**src/rtl/nav_demod_pkg.sv**
```systemverilog
package nav_demod_pkg;

  localparam real TWO_PI = 6.283185307179586;

  // Quarter-wave sine sample k of a table with 2**qbits entries per quadrant,
  // taken half a step off the axis so the four quadrants fold symmetrically.
  function automatic int quarter_sin(input int k, input int amp, input int qbits);
    real ang;
    ang = TWO_PI * (real'(k) + 0.5) / real'(4 * (1 << qbits));
    return int'(real'(amp) * $sin(ang));
  endfunction

endpackage

```
**src/rtl/nav_trig_lut.sv**
```systemverilog
module nav_trig_lut #(
  parameter int PW = 8,
  parameter int TW = 10
) (
  input  logic [PW-1:0]        phase,
  output logic signed [TW-1:0] sin_o,
  output logic signed [TW-1:0] cos_o
);
  localparam int QB    = PW - 2;
  localparam int DEPTH = 1 << QB;
  localparam int AMP   = (1 << (TW - 1)) - 1;

  logic signed [TW-1:0] tab [DEPTH];
  logic signed [TW-1:0] val [2];

  for (genvar k = 0; k < DEPTH; k++) begin : g_tab
    localparam int V = nav_demod_pkg::quarter_sin(k, AMP, QB);
    assign tab[k] = TW'(V);
  end

  // Path 0 reads sine at the phase; path 1 reads sine a quarter cycle ahead.
  for (genvar c = 0; c < 2; c++) begin : g_fold
    localparam logic [PW-1:0] OFS = PW'(c * DEPTH);
    logic [PW-1:0]        ph;
    logic [1:0]           quad;
    logic [QB-1:0]        idx;
    logic signed [TW-1:0] mag;
    assign ph   = phase + OFS;
    assign quad = ph[PW-1:PW-2];
    assign idx  = quad[0] ? ~ph[QB-1:0] : ph[QB-1:0];
    assign mag  = tab[idx];
    assign val[c] = quad[1] ? -mag : mag;
  end

  assign sin_o = val[0];
  assign cos_o = val[1];
endmodule

```
**src/rtl/nav_rotator.sv**
```systemverilog
module nav_rotator #(
  parameter int IW    = 16,
  parameter int TW    = 10,
  parameter int SHIFT = 9,
  localparam int RW   = IW + TW + 1 - SHIFT
) (
  input  logic signed [IW-1:0] in_i,
  input  logic signed [IW-1:0] in_q,
  input  logic signed [TW-1:0] sin_v,
  input  logic signed [TW-1:0] cos_v,
  output logic signed [RW-1:0] rot_i,
  output logic signed [RW-1:0] rot_q
);
  localparam int PRW = IW + TW;
  localparam int SW  = PRW - SHIFT;

  logic signed [PRW-1:0] p_ic, p_qs, p_qc, p_is;
  logic signed [SW-1:0]  s_ic, s_qs, s_qc, s_is;

  assign p_ic = in_i * cos_v;
  assign p_qs = in_q * sin_v;
  assign p_qc = in_q * cos_v;
  assign p_is = in_i * sin_v;

  assign s_ic = SW'(p_ic >>> SHIFT);
  assign s_qs = SW'(p_qs >>> SHIFT);
  assign s_qc = SW'(p_qc >>> SHIFT);
  assign s_is = SW'(p_is >>> SHIFT);

  assign rot_i = RW'(s_ic) + RW'(s_qs);
  assign rot_q = RW'(s_qc) - RW'(s_is);
endmodule

```
**src/rtl/nav_bit_integrator.sv**
```systemverilog
module nav_bit_integrator #(
  parameter int RW      = 18,
  parameter int BIT_LEN = 20,
  localparam int EW     = $clog2(BIT_LEN)
) (
  input  logic                 clk,
  input  logic                 rst_n,
  input  logic                 accept,
  input  logic signed [RW-1:0] rot_i,
  input  logic                 slew_req,
  input  logic [EW-1:0]        slew_epoch,
  input  logic                 out_ready,
  output logic [EW-1:0]        epoch_now,
  output logic                 out_valid,
  output logic                 out_bit
);
  localparam int AW = RW + $clog2(BIT_LEN);
  localparam logic [EW-1:0] LAST = EW'(BIT_LEN - 1);

  logic [EW-1:0]        epoch_q, slew_val, cur_ep;
  logic                 slew_pend, full_q, full_nxt, restart, bit_done;
  logic signed [AW-1:0] acc_q, acc_nxt;

  always_comb begin
    cur_ep   = slew_pend ? slew_val : epoch_q;
    restart  = (cur_ep == '0) || slew_pend;
    acc_nxt  = restart ? AW'(rot_i) : acc_q + AW'(rot_i);
    if (cur_ep == '0)   full_nxt = 1'b1;
    else if (slew_pend) full_nxt = 1'b0;
    else                full_nxt = full_q;
    bit_done = accept && (cur_ep == LAST) && full_nxt;
  end

  always_ff @(posedge clk or negedge rst_n) begin
    if (!rst_n) begin
      epoch_q   <= '0;
      acc_q     <= '0;
      full_q    <= 1'b0;
      slew_pend <= 1'b0;
      slew_val  <= '0;
    end else begin
      if (accept) begin
        acc_q     <= acc_nxt;
        full_q    <= full_nxt;
        epoch_q   <= (cur_ep == LAST) ? '0 : cur_ep + EW'(1);
        slew_pend <= 1'b0;
      end
      if (slew_req && (slew_epoch <= LAST)) begin
        slew_pend <= 1'b1;
        slew_val  <= slew_epoch;
      end
    end
  end

  always_ff @(posedge clk or negedge rst_n) begin
    if (!rst_n) begin
      out_valid <= 1'b0;
      out_bit   <= 1'b0;
    end else if (bit_done) begin
      out_valid <= 1'b1;
      out_bit   <= ~acc_nxt[AW-1];
    end else if (out_ready) begin
      out_valid <= 1'b0;
    end
  end

  assign epoch_now = epoch_q;
endmodule

```
**src/rtl/nav_bit_demod.sv**
```systemverilog
module nav_bit_demod #(
  parameter int IW      = 16,
  parameter int PW      = 8,
  parameter int TW      = 10,
  parameter int SHIFT   = 9,
  parameter int BIT_LEN = 20,
  localparam int RW     = IW + TW + 1 - SHIFT,
  localparam int EW     = $clog2(BIT_LEN)
) (
  input  logic                 clk,
  input  logic                 rst_n,
  input  logic                 in_valid,
  output logic                 in_ready,
  input  logic signed [IW-1:0] in_i,
  input  logic signed [IW-1:0] in_q,
  input  logic [PW-1:0]        in_phase,
  input  logic                 slew_req,
  input  logic [EW-1:0]        slew_epoch,
  output logic [EW-1:0]        epoch_now,
  output logic                 rot_valid,
  output logic signed [RW-1:0] rot_i,
  output logic signed [RW-1:0] rot_q,
  output logic                 out_valid,
  input  logic                 out_ready,
  output logic                 out_bit
);
  logic signed [TW-1:0] sin_v, cos_v;
  logic signed [RW-1:0] ri_c, rq_c;
  logic                 accept;

  assign in_ready = ~out_valid | out_ready;
  assign accept   = in_valid & in_ready;

  nav_trig_lut #(.PW(PW), .TW(TW)) lut_i (
    .phase (in_phase),
    .sin_o (sin_v),
    .cos_o (cos_v)
  );

  nav_rotator #(.IW(IW), .TW(TW), .SHIFT(SHIFT)) rot_i_u (
    .in_i  (in_i),
    .in_q  (in_q),
    .sin_v (sin_v),
    .cos_v (cos_v),
    .rot_i (ri_c),
    .rot_q (rq_c)
  );

  nav_bit_integrator #(.RW(RW), .BIT_LEN(BIT_LEN)) integ_i (
    .clk        (clk),
    .rst_n      (rst_n),
    .accept     (accept),
    .rot_i      (ri_c),
    .slew_req   (slew_req),
    .slew_epoch (slew_epoch),
    .out_ready  (out_ready),
    .epoch_now  (epoch_now),
    .out_valid  (out_valid),
    .out_bit    (out_bit)
  );

  always_ff @(posedge clk or negedge rst_n) begin
    if (!rst_n) begin
      rot_valid <= 1'b0;
      rot_i     <= '0;
      rot_q     <= '0;
    end else begin
      rot_valid <= accept;
      if (accept) begin
        rot_i <= ri_c;
        rot_q <= rq_c;
      end
    end
  end
endmodule

```
**config.mk**
```make
export PLATFORM = sky130hd
export DESIGN_NAME = nav_bit_demod
export DESIGN_NICKNAME = d
export VERILOG_FILES = /design/src/rtl/nav_demod_pkg.sv /design/src/rtl/nav_trig_lut.sv /design/src/rtl/nav_rotator.sv /design/src/rtl/nav_bit_integrator.sv /design/src/rtl/nav_bit_demod.sv
export SDC_FILE = /design/constraint.sdc
export NUM_CORES = 2
export LEC_CHECK = 0
export BUFFER_PORTS_ARGS = -buffer_cell sky130_fd_sc_hd__buf_2
export CAP_MARGIN = 0
export CORE_MARGIN = 4
export CORE_UTILIZATION = 56
export CTS_BUF_LIST = sky130_fd_sc_hd__clkbuf_16
export DETAILED_ROUTE_END_ITERATION = 8
export PLACE_DENSITY = 0.73
export SLEW_MARGIN = 20
export SYNTH_ARGS = -nofsm -noshare
export SYNTH_HDL_FRONTEND = slang
export SYNTH_SLANG_ARGS = --single-unit
```
**constraint.sdc**
```tcl
create_clock -name clk -period 6.8 [get_ports clk]
set_input_delay 1.36 -clock clk [delete_from_list [all_inputs] [get_ports clk]]
set_output_delay 1.36 -clock clk [all_outputs]
set_load 0.005 [all_outputs]
```
# Word-level counts from Yosys, hierarchy flattened
# Memory sizes are Yosys's and may differ from the RTL's.
# Index checks and enable logic that the tools add are counted.
word_totals:
  regBits: 74
  mem_count: 2
  mem_bits_ro: 1280
  wordCells: 59
  input_bits: 50
  output_inout_bits: 45
op_classes:
  n_reduce_logical: 7
  multipliers: 4
  addsub: 7
  muxes: 17
  bitwise: 8
  magnitude_cmp: 3
  n_eq_ne: 1
memory_table:
  columns: ["memory", "words", "word_bits", "rd", "rd_clocked_by_memory_dff", "wr", "line", "rtl"]
  rows:
  - ["(name not given)", 64, 10, 1, 0, 0, "nav_trig_lut.sv:31", "assign mag = tab[idx];"]
  - ["(name not given)", 64, 10, 1, 0, 0, "nav_trig_lut.sv:31", null]
ops:
  columns: ["cell", "count"]
  rows:
  - ["$mul 16x10->26", 4]
  - ["$mux 10", 6]
  - ["$add 23x18->23", 1]
  - ["$mux 23", 1]
  - ["$neg 10->10", 2]
  - ["$add 17x17->18", 1]
  - ["$sub 17x17->18", 1]
  - ["$ge 7x7->1 const B", 2]
  - ["$not 6->7", 2]
  - ["$mux 6", 2]
  - ["$not 6->6", 2]
  - ["$mux 5", 2]
  - ["$add 8x7->8 const B", 1]
  - ["$mux 1", 6]
  - ["$add 5x1->5 const B", 1]
  - ["$eq 5x5->1 const B", 1]
  - ["$le 5x5->1 const B", 1]
  - ["$logic_not 5->1", 1]
  - ["$reduce_bool 2->1", 2]
  - ["$logic_and 1x1->1", 3]
  - ["$not 1->1", 2]
  - ["$and 1x1->1", 1]
  - ["$logic_or 1x1->1", 1]
  - ["$or 1x1->1", 1]

# Longest topological paths before layout
logic_depth:
  word_depth: 14
  ltp_mapped: 57
  depth_no_buf: 52

# Modules after synthesis
# Synthesis repeated with hierarchy kept, for this count alone.
unflattened:
  hier_cells: 3714
  hier_area_um2: 31584.0
by_module_without_submodules:
  columns: ["mod", "n_inst", "area_per_inst_um2", "seq_area_each_um2", "cells_per_inst"]
  rows:
  - ["nav_rotator", 1, 23550.1, 0.0, 2742]
  - ["nav_trig_lut", 1, 3554.7, 0.0, 541]
  - ["nav_bit_integrator", 1, 2941.6, 925.9, 352]
  - ["nav_bit_demod", 1, 1537.7, 925.9, 79]

# Least setup slack after synthesis
# OpenSTA, ideal clock, no wires.
synth_timing:
  path_type: "input to register"
  start: "input in_phase[6]"
  end: "register integ_i.out_bit"
  path_stages: 53
  setup_ns: 0.125
  setup_slack_ns: -6.524
  t_arrival_ns: 13.199
  path_buffers: 8
  cell_sequence: "buf_4 > buf_2 > buf_2 > buf_1 > xnor2_1 > ha_1 > clkbuf_1 > nand2_1 > o2bb2ai_1 > a211oi_2 > clkbuf_1 > clkbuf_1 > ha_1 > a31oi_1 > nor3_1 > xor2_1 > clkbuf_1 > nand2_1 > (+17 left out) > nor2_1 > ha_1 > nand3_1 > nand2_1 > a41o_1 > o41a_1 > a221o_1 > o31ai_1 > ha_1 > a21o_1 > nor3_1 > o21ai_0 > a41oi_1 > nor2b_1 > nor4_1 > nand3b_1 > xnor2_1 > mux2_2"
synth_via:
  elab_chain_cells: 13
  elab_cells_between_ends: 21
synth_rtl:
  columns: ["item", "line", "rtl"]
  rows:
  - ["start, declared", "nav_bit_demod.sv:16", "input logic [PW-1:0] in_phase,"]
  - ["$add 8x7->8", "nav_trig_lut.sv:28", "assign ph = phase + OFS;"]
  - ["$mux 6", "nav_trig_lut.sv:30", "assign idx = quad[0] ? ~ph[QB-1:0] : ph[QB-1:0];"]
  - ["$not 6->7 (implied by the code)", "nav_trig_lut.sv:31", null]
  - ["$mem_v2 64x10", null, null]
  - ["$mux 10 (implied by the code) (2 in series)", "nav_trig_lut.sv:31", null]
  - ["$neg 10->10", "nav_trig_lut.sv:32", "assign val[c] = quad[1] ? -mag : mag;"]
  - ["$mux 10", "nav_trig_lut.sv:32", null]
  - ["$mul 16x10->26", "nav_rotator.sv:20", "assign p_ic = in_i * cos_v;"]
  - ["$add 17x17->18 *", "nav_rotator.sv:30", "assign rot_i = RW'(s_ic) + RW'(s_qs);"]
  - ["named net integ_i.rot_i[17]", "nav_bit_integrator.sv:9", "input logic signed [RW-1:0] rot_i,"]
  - ["$add 23x18->23", "nav_bit_integrator.sv:27", "acc_nxt = restart ? AW'(rot_i) : acc_q + AW'(rot_i);"]
  - ["$mux 23 *", "nav_bit_integrator.sv:27", null]
  - ["$not 1->1 *", "nav_bit_integrator.sv:61", "out_bit <= ~acc_nxt[AW-1];"]
  - ["end signal, assigned", "nav_bit_integrator.sv:61", null]
  - ["end, declared", "nav_bit_integrator.sv:15", "output logic out_bit"]
# Mark *: on every way through the listed nets, which the timed path passes. The rest lies on a longest branch. The select of a mux whose other input is x is not followed.
# A chain may end at the register's enable or synchronous reset.

# Worst setup path in the final report
layout_timing:
  start: "input in_phase[6]"
  end: "register integ_i.out_bit"
layout_via:
  elab_chain_cells: 13
  elab_cells_between_ends: 21
layout_rtl:
  columns: ["item", "line"]
  rows:
  - ["$add 8x7->8", "nav_trig_lut.sv:28"]
  - ["$mux 6", "nav_trig_lut.sv:30"]
  - ["$not 6->7 (implied by the code)", "nav_trig_lut.sv:31"]
  - ["$mem_v2 64x10", null]
  - ["$mux 10 (implied by the code) (2 in series)", "nav_trig_lut.sv:31"]
  - ["$neg 10->10", "nav_trig_lut.sv:32"]
  - ["$mux 10", "nav_trig_lut.sv:32"]
  - ["$mul 16x10->26", "nav_rotator.sv:20"]
  - ["$add 17x17->18 *", "nav_rotator.sv:30"]
  - ["named net integ_i.rot_i[11]", "nav_bit_integrator.sv:9"]
  - ["$add 23x18->23 *", "nav_bit_integrator.sv:27"]
  - ["$mux 23 *", "nav_bit_integrator.sv:27"]
  - ["$not 1->1 *", "nav_bit_integrator.sv:61"]
# Marked as above.

==> run summary <==
Share of synthesized area occupied by flip-flops and latches -> 0.0617
Number of buffers created by CTS -> 9
Depth of the worst register-to-register path -> 14
Most area-hungry cell type in the Yosys netlist -> fa_1
Die Y -> 239 um
Count of final hold-check violations -> 0
Fraction of met3 tracks used by global routing -> 0.0600
Worst-case register-to-register setup slack -> 3320 ps
Count of placed standard cells in the final layout, fillers left out -> 4,959
Critical setup path kind -> primary input to register
Core box area -> 52,800 um^2
Boundary pin count -> 95
FFs w/ async S/R, synth -> 1.00
Global-route wire length before repair -> 144,000 um
Min-delay src -> rot_i[12]
Cell with the biggest individual delay on the critical path -> fa_1
Hold Path Class -> register to register
Max Freq -> 85.1 MHz
Initial cell density of the core -> 0.569
Flop and latch count out of synthesis -> 74
Fraction of layout instances using a drive strength above 1 -> 0.312
Number of routed nets with antenna violations -> 0
Area fraction of the dominant cell type after synthesis -> 0.370
Rel. slew slack -> 0.350
Total Nets Final -> 5,185
Met1 demand-to-capacity share in global routing -> 0.380
Slew Viols, Final -> 0
Failing checks -> setup timing
CP endpoint kind -> register
Top library cells by usage in the layout, fill and taps aside -> buf_4, inv_1, fa_1
Highest fanout seen on the critical path -> 4
Worst setup path startpoint -> in_phase[6]
Max-Cap Viols -> 0
EDFF count, synth -> 0
Total wire length -> 94,000 um
Final sum of negative setup slack -> -196,050 ps
Post-synth top flop -> dfrtp_1
Die ar. -> 57,300 um^2
Wire length per cell after detailed routing -> 19.0 um
Synth area leaders -> fa_1, ha_1, inv_1
Syn Inst Count -> 3,511
Delay of the slowest cell on the worst path -> 500 ps
Number of hold-repair buffers added at the cts stage -> 0
Number of placed instances, taps included -> 4,813
Grt total ovfl -> 0
CTS root buffer -> clkbuf_16
Core Rows -> 84
Number of antenna violations at the first check in global routing -> 7
Latest clock arrival within the worst-skew pair -> 350 ps
Clock tree from TritonCTS -> done
Number of vias in the routed layout -> 27,800
Arrival time of the worst setup path -> 11,980 ps
CTS clock-pin slew for the worst setup and hold paths -> 60 ps
DPL Wire Length -> 71,700 um
Final worst clock skew -> 8.18 ps
M2 GR Usage -> 0.551
Iteration-0 DRC Markers -> 1,759
CTS H-Tree Depth -> 3
Required time of the critical path -> 7040 ps
Final number of setup-violating endpoints -> 60
Top Family by Delay on Critical Path -> compound AO/OA/AOI/OAI gates
First-pass DRT Iterations -> 6
Syn Std Cell Area -> 30,000 um^2
Min setup slack post-route -> -4950 ps
Global route hottest layer -> met2
Number of warnings issued by yosys -> 0
Via count normalized by instance count -> 5.61
Kind of start point of the critical path -> primary input
Most common cell after layout, fill and taps aside -> buf_4
Cell variety after synth -> 87
Result of the run -> complete, but fails checks
Die W -> 239 um
Via count of the first global-routing pass -> 29,200
Fill cells -> 3,363
Startpoint of the most critical register-to-register path -> integ_i.acc_q[0]
Hold-critical path depth -> 2
Final cycle utilization of the critical path -> 1.73
Pin slew with the least headroom to its limit -> 975 ps
Syn Nets -> 4,431
Port Buffers -> 94
Largest net degree at the start of global routing -> 91
Bufs on Longest Clock Path -> 2
Syn_area_per_cell -> 8.54 um^2
Total routing usage reported by global routing -> 0.310
Detailed-route DRC error count -> 0
Unrepaired setup endpoints after global routing -> yes
Logic depth of the worst setup path including buffers -> 53
Area growth syn-to-layout -> 34.1%
Sink Count -> 74
Period minus WS final -> 11,750 ps
Number of buffer and inverter stages on the critical path -> 11
RePlAce Congestion -> 0.957
-- cells in the mapped netlist (all sizes together), types with 13 or more instances --
library cell  count
a211oi           16
a31oi            15
nand3            37
o21ai           104
xor2             44
o21a             21
a21o             34
o31ai            14
nand2b           79
nor3             32
xnor2           120
inv             618
clkbuf          145
fa              555
dfrtp            74
nor2            140
ha              315
buf              31
and2            215
o211ai           21
a21oi           121
nand2           506
and3             13
nor2b            76
-- tightest hold or removal path, stage by stage (launching register included) --
cell and delay (ps):
dfrtp_1 340, nand2_1 50, nand2_1 50
-- sequential cells by signal (all words and copies together), names as in the netlist --
signal / count
rot_q: 18
integ_i.acc_q: 23
integ_i.out_bit: 1
integ_i.full_q: 1
integ_i.slew_pend: 1
rot_i: 18
rot_valid: 1
integ_i.epoch_now: 5
integ_i.out_valid: 1
integ_i.slew_val: 5
-- logic make-up after synthesis --
family | count (synthesis) | synth area share
fa+ha+maj | 870 | 0.502
flops | 74 | 0.0617
mux | 22 | 0.00905
simple gates | 1141 | 0.183
compound gates | 444 | 0.0952
buf+inv | 796 | 0.101
xor+xnor | 164 | 0.0486
-- worst paths after layout --
kind	end
min in group asynchronous	rot_i[0]
worst min register to register	rot_i[12]
worst max-delay path	integ_i.out_bit
worst max register to register	integ_i.out_bit
worst min-delay path	rot_i[12]
max in group asynchronous	rot_i[13]
-- repair_timing --
| item | 4_1_cts | 5_1_grt |
|---|---|---|
| endpoints found under the setup margin | 60 | 60 |
| pin swaps | 158 | 114 |
| gates resized for setup | 305 | 219 |
| buffers inserted | 90 | 51 |
| gates cloned | 1 | 1 |
-- layer usage --
layer / up-vias / routed length [um]
met5: - / 43
met3: 325 / 7290
met1: 13900 / 35900
met4: 6 / 3830
met2: 1180 / 47000
li1: 12400 / -
-- per-stage QoR --
step	hold WS [ps]	utilization	area, um^2	setup slack (ps)
detailed placement	460	0.692	36500	-5360
floorplan	449	-	30700	-5000
finish	465	0.763	40200	-4950
CTS	467	0.735	38800	-4680
global placement	454	0.692	36500	-5160
global route	497	0.763	40200	-5390
-- cell type report --
class	instances	area, um^2	area share
Antenna cell	2	5.00	0.000124
Clock buffer	9	225	0.00560
Sequential cell	74	1850	0.0460
Inverter	620	2340	0.0582
Clock inverter	6	42.5	0.00106
Timing Repair Buffer	919	7180	0.178
Multi-Input combinational cell	2641	27700	0.689
Tap cell	688	861	0.0214
Power is left out: the tool's default activity adds up to more than one toggle a clock period on the data nets, which glitch-free logic cannot reach.
